### config.mk
export PLATFORM = sky130hd
export DESIGN_NAME = boot_remap_decoder
export DESIGN_NICKNAME = d
export VERILOG_FILES = /design/src/rtl/boot_dec_pkg.sv /design/src/rtl/boot_strap_latch.sv /design/src/rtl/remap_ctrl.sv /design/src/rtl/bank0_decoder.sv /design/src/rtl/bank_router.sv /design/src/rtl/boot_remap_decoder.sv
export SDC_FILE = /design/constraint.sdc
export NUM_CORES = 1
export LEC_CHECK = 0
export ABC_AREA = 1
export BUFFER_PORTS_ARGS = -buffer_cell sky130_fd_sc_hd__buf_4
export CORE_AREA = 2 2 39 41
export DETAILED_ROUTE_END_ITERATION = 16
export DIE_AREA = 0 0 41 43
export PLACE_DENSITY_LB_ADDON = 0.1
export SKIP_CTS_REPAIR_TIMING = 1
export SYNTH_ARGS = -nofsm -noshare
export SYNTH_HDL_FRONTEND = slang
export SYNTH_SLANG_ARGS = --single-unit
### constraint.sdc
create_clock -name clk -period 0.95 [get_ports clk]
set_input_delay 0.19 -clock clk [delete_from_list [all_inputs] [get_ports clk]]
set_output_delay 0.19 -clock clk [all_outputs]
set_load 0.02 [all_outputs]
### src/rtl/boot_dec_pkg.sv
package boot_dec_pkg;

    localparam int ADDR_W = 32;
    localparam int BANK_W = 4;
    localparam int SUB_W  = 8;
    localparam int LOW_W  = ADDR_W - BANK_W - SUB_W;
    localparam int NUM_CS = 6;

    localparam int SLV_ROM     = 0;
    localparam int SLV_SRAM    = 1;
    localparam int SLV_CS_BASE = 2;
    localparam int SLV_DDR     = SLV_CS_BASE + NUM_CS;
    localparam int SLV_PERIPH  = SLV_DDR + 1;
    localparam int NUM_SLV     = SLV_PERIPH + 1;

    localparam logic [BANK_W-1:0] BANK_INT    = 4'd0;
    localparam logic [BANK_W-1:0] BANK_DDR    = 4'd7;
    localparam logic [BANK_W-1:0] BANK_PERIPH = 4'd15;

    typedef struct packed {
        logic [BANK_W-1:0] bank;
        logic [SUB_W-1:0]  sub;
    } addr_fields_t;

    typedef struct packed {
        logic               abort;
        logic [NUM_SLV-1:0] sel;
    } dec_result_t;

    function automatic addr_fields_t split_addr(input logic [ADDR_W-1:0] a);
        addr_fields_t f;
        f.bank = a[ADDR_W-1 -: BANK_W];
        f.sub  = a[ADDR_W-BANK_W-1 -: SUB_W];
        return f;
    endfunction

    function automatic dec_result_t hit(input int idx);
        dec_result_t r;
        r = '0;
        r.sel[idx] = 1'b1;
        return r;
    endfunction

    function automatic dec_result_t miss();
        dec_result_t r;
        r = '0;
        r.abort = 1'b1;
        return r;
    endfunction

endpackage

### src/rtl/boot_strap_latch.sv
module boot_strap_latch (
    input  logic clk,
    input  logic rst,
    input  logic pin_i,
    output logic strap_o
);
    // Tracks the pin while reset is held; the last reset edge's value sticks.
    always_ff @(posedge clk) begin
        if (rst) begin
            strap_o <= pin_i;
        end
    end
endmodule

### src/rtl/remap_ctrl.sv
module remap_ctrl (
    input  logic clk,
    input  logic rst,
    input  logic set_i,
    input  logic clr_i,
    output logic remap_o
);
    always_ff @(posedge clk) begin
        if (rst) begin
            remap_o <= 1'b0;
        end else if (clr_i) begin
            remap_o <= 1'b0;
        end else if (set_i) begin
            remap_o <= 1'b1;
        end
    end
endmodule

### src/rtl/bank0_decoder.sv
module bank0_decoder
    import boot_dec_pkg::*;
#(
    parameter logic [SUB_W-1:0] ALIAS_SUB = 8'h00,
    parameter logic [SUB_W-1:0] SRAM_SUB  = 8'h03,
    parameter logic [SUB_W-1:0] ROM_SUB   = 8'h04
) (
    input  logic [SUB_W-1:0] sub_i,
    input  logic             remap_i,
    input  logic             strap_i,
    output dec_result_t      res_o
);
    dec_result_t alias_res;

    always_comb begin
        if (remap_i) begin
            alias_res = hit(SLV_SRAM);
        end else if (strap_i) begin
            alias_res = hit(SLV_ROM);
        end else begin
            alias_res = hit(SLV_CS_BASE);
        end
    end

    always_comb begin
        if (sub_i == ROM_SUB) begin
            res_o = hit(SLV_ROM);
        end else if (sub_i == SRAM_SUB) begin
            res_o = hit(SLV_SRAM);
        end else if (sub_i == ALIAS_SUB) begin
            res_o = alias_res;
        end else begin
            res_o = miss();
        end
    end
endmodule

### src/rtl/bank_router.sv
module bank_router
    import boot_dec_pkg::*;
(
    input  logic [BANK_W-1:0] bank_i,
    input  dec_result_t       int_res_i,
    output dec_result_t       res_o
);
    logic [NUM_CS-1:0] cs_hit;

    for (genvar g = 0; g < NUM_CS; g++) begin : g_cs
        assign cs_hit[g] = (bank_i == BANK_W'(g + 1));
    end

    always_comb begin
        res_o = '0;
        if (bank_i == BANK_INT) begin
            res_o = int_res_i;
        end else if (bank_i == BANK_DDR) begin
            res_o = hit(SLV_DDR);
        end else if (bank_i == BANK_PERIPH) begin
            res_o = hit(SLV_PERIPH);
        end else if (|cs_hit) begin
            res_o.sel[SLV_CS_BASE +: NUM_CS] = cs_hit;
        end else begin
            res_o = miss();
        end
    end
endmodule

### src/rtl/boot_remap_decoder.sv
module boot_remap_decoder
    import boot_dec_pkg::*;
(
    input  logic               clk,
    input  logic               rst,
    input  logic [ADDR_W-1:0]  addr_i,
    input  logic               valid_i,
    input  logic               boot_pin_i,
    input  logic               remap_set_i,
    input  logic               remap_clr_i,
    output logic [NUM_SLV-1:0] sel_o,
    output logic               abort_o,
    output logic               remap_o
);
    addr_fields_t fields;
    dec_result_t  int_res;
    dec_result_t  bank_res;
    logic         strap;
    logic         unused_low;

    assign fields     = split_addr(addr_i);
    assign unused_low = ^addr_i[LOW_W-1:0];

    boot_strap_latch i_strap (
        .clk    (clk),
        .rst    (rst),
        .pin_i  (boot_pin_i),
        .strap_o(strap)
    );

    remap_ctrl i_remap (
        .clk    (clk),
        .rst    (rst),
        .set_i  (remap_set_i),
        .clr_i  (remap_clr_i),
        .remap_o(remap_o)
    );

    bank0_decoder i_bank0 (
        .sub_i  (fields.sub),
        .remap_i(remap_o),
        .strap_i(strap),
        .res_o  (int_res)
    );

    bank_router i_router (
        .bank_i   (fields.bank),
        .int_res_i(int_res),
        .res_o    (bank_res)
    );

    assign sel_o   = valid_i ? bank_res.sel : '0;
    assign abort_o = valid_i & bank_res.abort;
endmodule

Yosys cells after proc, flatten, opt, wreduce, memory -nomap -nowiden
Index checks and enable logic that the tools add are counted.

Register bits after elaboration: 2. Input bits: 38. Output and inout bits: 12. Logic and storage cells: 28.

Equal/unequal tests: 10. Muxes and demuxes: 11. Bitwise gates (word level): 1. Reductions and logical operators: 4.

Operators by type and width (number): 2-to-1 mux 11 bit (7); equality test 4 x 3 -> 1 bit (second input constant) (4); 2-to-1 mux 10 bit (1); equality test 4 x 2 -> 1 bit (second input constant) (2); equality test 8 x 2 -> 1 bit (second input constant) (1); equality test 8 x 3 -> 1 bit (second input constant) (1); zero test 8 bit (1); 2-to-1 mux 3 bit (2); 2-to-1 mux 6 bit (1); OR reduction 6 bit (1); equality test 4 x 1 -> 1 bit (second input constant) (1); equality test 4 bit (second input constant) (1); zero test 4 bit (1); OR reduction 2 bit (1); bitwise AND 1 bit (1).

Depth between registers and ports, before layout
Depth in word-level cells: 7. Mapped depth: 7. Gate-level depth less buffers: 7.

Modules after synthesis
A second synthesis with hierarchy kept.

Cell total of the unflattened synthesis: 111. Area total of the unflattened synthesis: 560.5 um2.

Modules (own cells, without submodules): bank_router (times used 1, cells each 46, area each 219.0 um2, seq. area each 0.0 um2); bank0_decoder (times used 1, cells each 35, area each 178.9 um2, seq. area each 0.0 um2); boot_remap_decoder (times used 1, cells each 23, area each 93.8 um2, seq. area each 0.0 um2); remap_ctrl (times used 1, cells each 6, area each 38.8 um2, seq. area each 20.0 um2); boot_strap_latch (times used 1, cells each 1, area each 30.0 um2, seq. area each 30.0 um2).

Worst setup path after synthesis
OpenSTA, ideal clock, no wires.

Path type: input-to-output. From: input port addr_i[31]. To: output port sel_o[6]. Arrival: 1010 ps. Data required time: 760 ps. Slack: -250 ps. Stages on the path: 3. Path buffers: 0. Cells stage by stage: inv_1 -> nand2_1 -> nor4_1.

Word-level cells in the longest chain between the ends: 7. Elaborated cells between the ends (all ways): 15. Those cells by class: eq/ne: 8; mux: 5; reduce/logical: 2.

RTL lines: start, declared (RTL line boot_remap_decoder.sv:6) `input logic [ADDR_W-1:0] addr_i,`; equality test 4 x 1 -> 1 bit, or another cell as far along (RTL line bank_router.sv:11) `assign cs_hit[g] = (bank_i == BANK_W'(g + 1));`; OR reduction 6 bit (RTL line bank_router.sv:22) `end else if (|cs_hit) begin`; 2-to-1 mux 6 bit (RTL line bank_router.sv:22); 2-to-1 mux 11 bit (RTL line bank_router.sv:20) `end else if (bank_i == BANK_PERIPH) begin`; 2-to-1 mux 11 bit (RTL line bank_router.sv:18) `end else if (bank_i == BANK_DDR) begin`; 2-to-1 mux 11 bit (*) (RTL line bank_router.sv:16) `if (bank_i == BANK_INT) begin`; 2-to-1 mux 10 bit (*) (RTL line boot_remap_decoder.sv:52) `assign sel_o = valid_i ? bank_res.sel : '0;`; end, declared (RTL line boot_remap_decoder.sv:11) `output logic [NUM_SLV-1:0] sel_o,`.

Mark *: on every way between the ends. The rest lies on a longest branch, timed or not.

Final worst setup path
From: register i_strap.strap_o. To: output port sel_o[2].

Word-level cells in the longest chain between the ends: 7.

RTL lines: start, declared (RTL line boot_strap_latch.sv:5) `output logic strap_o`; start signal, assigned (RTL line boot_strap_latch.sv:10) `strap_o <= pin_i;`; 2-to-1 mux 3 bit (RTL line bank0_decoder.sv:18) `end else if (strap_i) begin`; 2-to-1 mux 11 bit (RTL line bank0_decoder.sv:16) `if (remap_i) begin`; 2-to-1 mux 11 bit (RTL line bank0_decoder.sv:30) `end else if (sub_i == ALIAS_SUB) begin`; 2-to-1 mux 11 bit (RTL line bank0_decoder.sv:28) `end else if (sub_i == SRAM_SUB) begin`; 2-to-1 mux 11 bit (RTL line bank0_decoder.sv:26) `if (sub_i == ROM_SUB) begin`; 2-to-1 mux 11 bit (RTL line bank_router.sv:16); 2-to-1 mux 10 bit (RTL line boot_remap_decoder.sv:52).

Every way passes these cells.

==> flow_metrics.tcl <==
set metrics [dict create \
    cts_root_buf "clkbuf_4" \
    combPwrFrac 0.482 \
    hold_path_depth 2 \
    nets 146 \
    status "finished with violations" \
    netlist_top_cells_area "inv_1, nand2_1, nor2_1, nand2_2, edfxtp_1" \
    final_cell_mix "buf_4, buf_6, nand2_2, inv_2" \
    via_per_inst 4.33 \
    worst_hold_startpoint "remap_clr_i" \
    crit_path_end_kind "primary output" \
    ys_types 17 \
    finalCritPeriodShare 1.32 \
    post_drt_wl_per_cell_um 9.31 \
    clk_path_buf_depth 2 \
    gp_congestion 0.758 \
    ys_ff_latch 2 \
    vias 532 \
    timing.rr.end "i_remap.remap_o" \
    netlist_area_um2 354 \
    final.setup_skew_ns 0 \
    layout_commonest_cell "buf_4" \
    yosysWarnings 0 \
    fin_area_um2 933 \
    slew_headroom 0.858 \
    routed_wl_um 1150 \
    min_to "i_remap.remap_o" \
    required_ns 0.76 \
    initial_utilization 0.256 \
    switching_share 0.331 \
    setup_viol 8 \
    r2r_start "i_remap.remap_o" \
    ios 50 \
    reg2reg_depth 3 \
    hold_violations 0 \
    drt_iter0_markers 2 \
    grt_use_total 0.126 \
    grt_overflow 0 \
    dp.cells 119 \
    core_um2 1380 \
    ir_drop_mv 0.769 \
    grt_start_max_net_pins 6 \
    grt_pass1_wl_um 1520 \
    cap_violations 0 \
    r2r_slack_ns 0.23 \
    power_mw 0.599 \
    power.switching_mw 0.198 \
    rsz0062_at_grt "true" \
    leakagePower_nw 0.429 \
    final_cells 123 \
    violations "setup timing" \
    clk_pin_slew_ns 0.03 \
    arrival_ns 1.07 \
    path_cells "nor2_1 -> nand2_2 -> a21oi_4 -> buf_6" \
    fmax_mhz 795 \
    cts_buffers 3 \
    internal_power_mw 0.401 \
    dp_hpwl_um 816 \
    power.density_nw_per_um2 642 \
    layout_setup_ws_ns -0.307 \
    dieArea_um2 1760 \
    max_stage_delay_ns 0.40 \
    antenna_found_initial 0 \
    std_cell_rows 14 \
    clock_latency_ns 0.22 \
    cts_tree "yes" \
    ys_seq_area_frac 0.141 \
    critPathLaunchType "register" \
    dp_slack_ns -0.242 \
    portBuffers 29 \
    detail-route-antenna-nets 0 \
    drive_above_1_share 0.813 \
    dr.pass1.iters 3 \
    insertedDiodeCount 0 \
    synthCells 65 \
    drv_slew 0 \
    tightest_slew_ns 0.213 \
    pwr-share-clk 0.349 \
    dpl_cell_area_um2 734 \
    period_minus_slack_ns 1.26 \
    hold_class "in2reg" \
    chipHeight_um 43 \
    grt_pass1_vias 445 \
    slowest_stage "edfxtp_1" \
    synth_top_area_frac 0.170 \
    synth_nets 103 \
    clock-sinks 2 \
    final.setup.tns_ns -1.28 \
    yosysTopAreaCell "inv_1" \
    drc 0 \
    synth.avg_cell_area_um2 5.45 \
    p_seq_frac 0.169 \
    htreeDepth 1 \
    critPathMaxFanout 2 \
    fp.dieW_um 41 \
    synthToLayoutAreaGrowth_pct 164 \
    crit_type "reg2out" \
]
[worst max path at each step]
| stage | start | endpoint | cells past startpoint |
|---|---|---|---|
| final | i_strap.strap_o | sel_o[2] | 4 |
| after global routing | i_strap.strap_o | sel_o[2] | 4 |
| after CTS | i_strap.strap_o | sel_o[2] | 4 |
| after detailed placement | addr_i[27] | abort_o | 8 |
| after global placement | addr_i[27] | sel_o[1] | 9 |
| after floorplan | addr_i[31] | sel_o[6] | 3 |
[critical path, delay by kind of cell (launching register included)]
kind | cells | cell delay (ns)
flip-flops | 1 | 0.40
buffers and inverters | 1 | 0.12
AO/OA/AOI/OAI | 1 | 0.11
AND/OR/NAND/NOR | 2 | 0.21
[metal layers]
layer	track usage	wire (um)
met1	0.125	399
met2	0.216	667
met3	0.0314	60
met4	0.0800	17
met5	0	0
[sequential cells by signal (all words and copies together) (netlist names)]
name,flops
i_strap.strap_o,1
i_remap.remap_o,1
[area by class of cell]
cell class                 instances  area (um^2)
timing repair buffer              38          368
multi-input combinational         45          362
fill                             117          450
tap                               16         20.0
sequential                         2         53.8
clock buffer                       4         26.3
inverter                          18          104
[power by group through the flow]
stage / logic [mW] / registers, mW / clock network [mW]
final: 0.289 / 0.101 / 0.209
after global routing: 0.311 / 0.102 / 0.246
after CTS: 0.222 / 0.102 / 0.218
after detailed placement: 0.222 / 0.103 / 0
after global placement: 0.220 / 0.103 / 0
after floorplan: 0.0925 / 0.105 / 0
[cells by family after synthesis]
kind of cell,synth area share
AND/OR/NAND/NOR,0.587
buffers and inverters,0.194
flip-flops,0.141
AO/OA/AOI/OAI,0.0777
[cell usage after synthesis, drive strengths merged]
| cell | count |
|---|---|
| nand2 | 19 |
| nor2 | 14 |
| nand3 | 2 |
| inv | 17 |
| clkinv | 1 |
| a21oi | 4 |
| dfxtp | 1 |
| edfxtp | 1 |
| nor3 | 3 |
| nor4 | 1 |
| nand4 | 2 |
[metrics by stage]
step,hold WS [ns],util
2_1_floorplan,0.259,-
3_3_place_gp,0.346,0.531
3_5_place_dp,0.350,0.531
4_1_cts,0.116,0.550
5_1_grt,0.104,0.675
6_report,0.120,0.675
No activity file was read; power rests on OpenSTA's default activity.
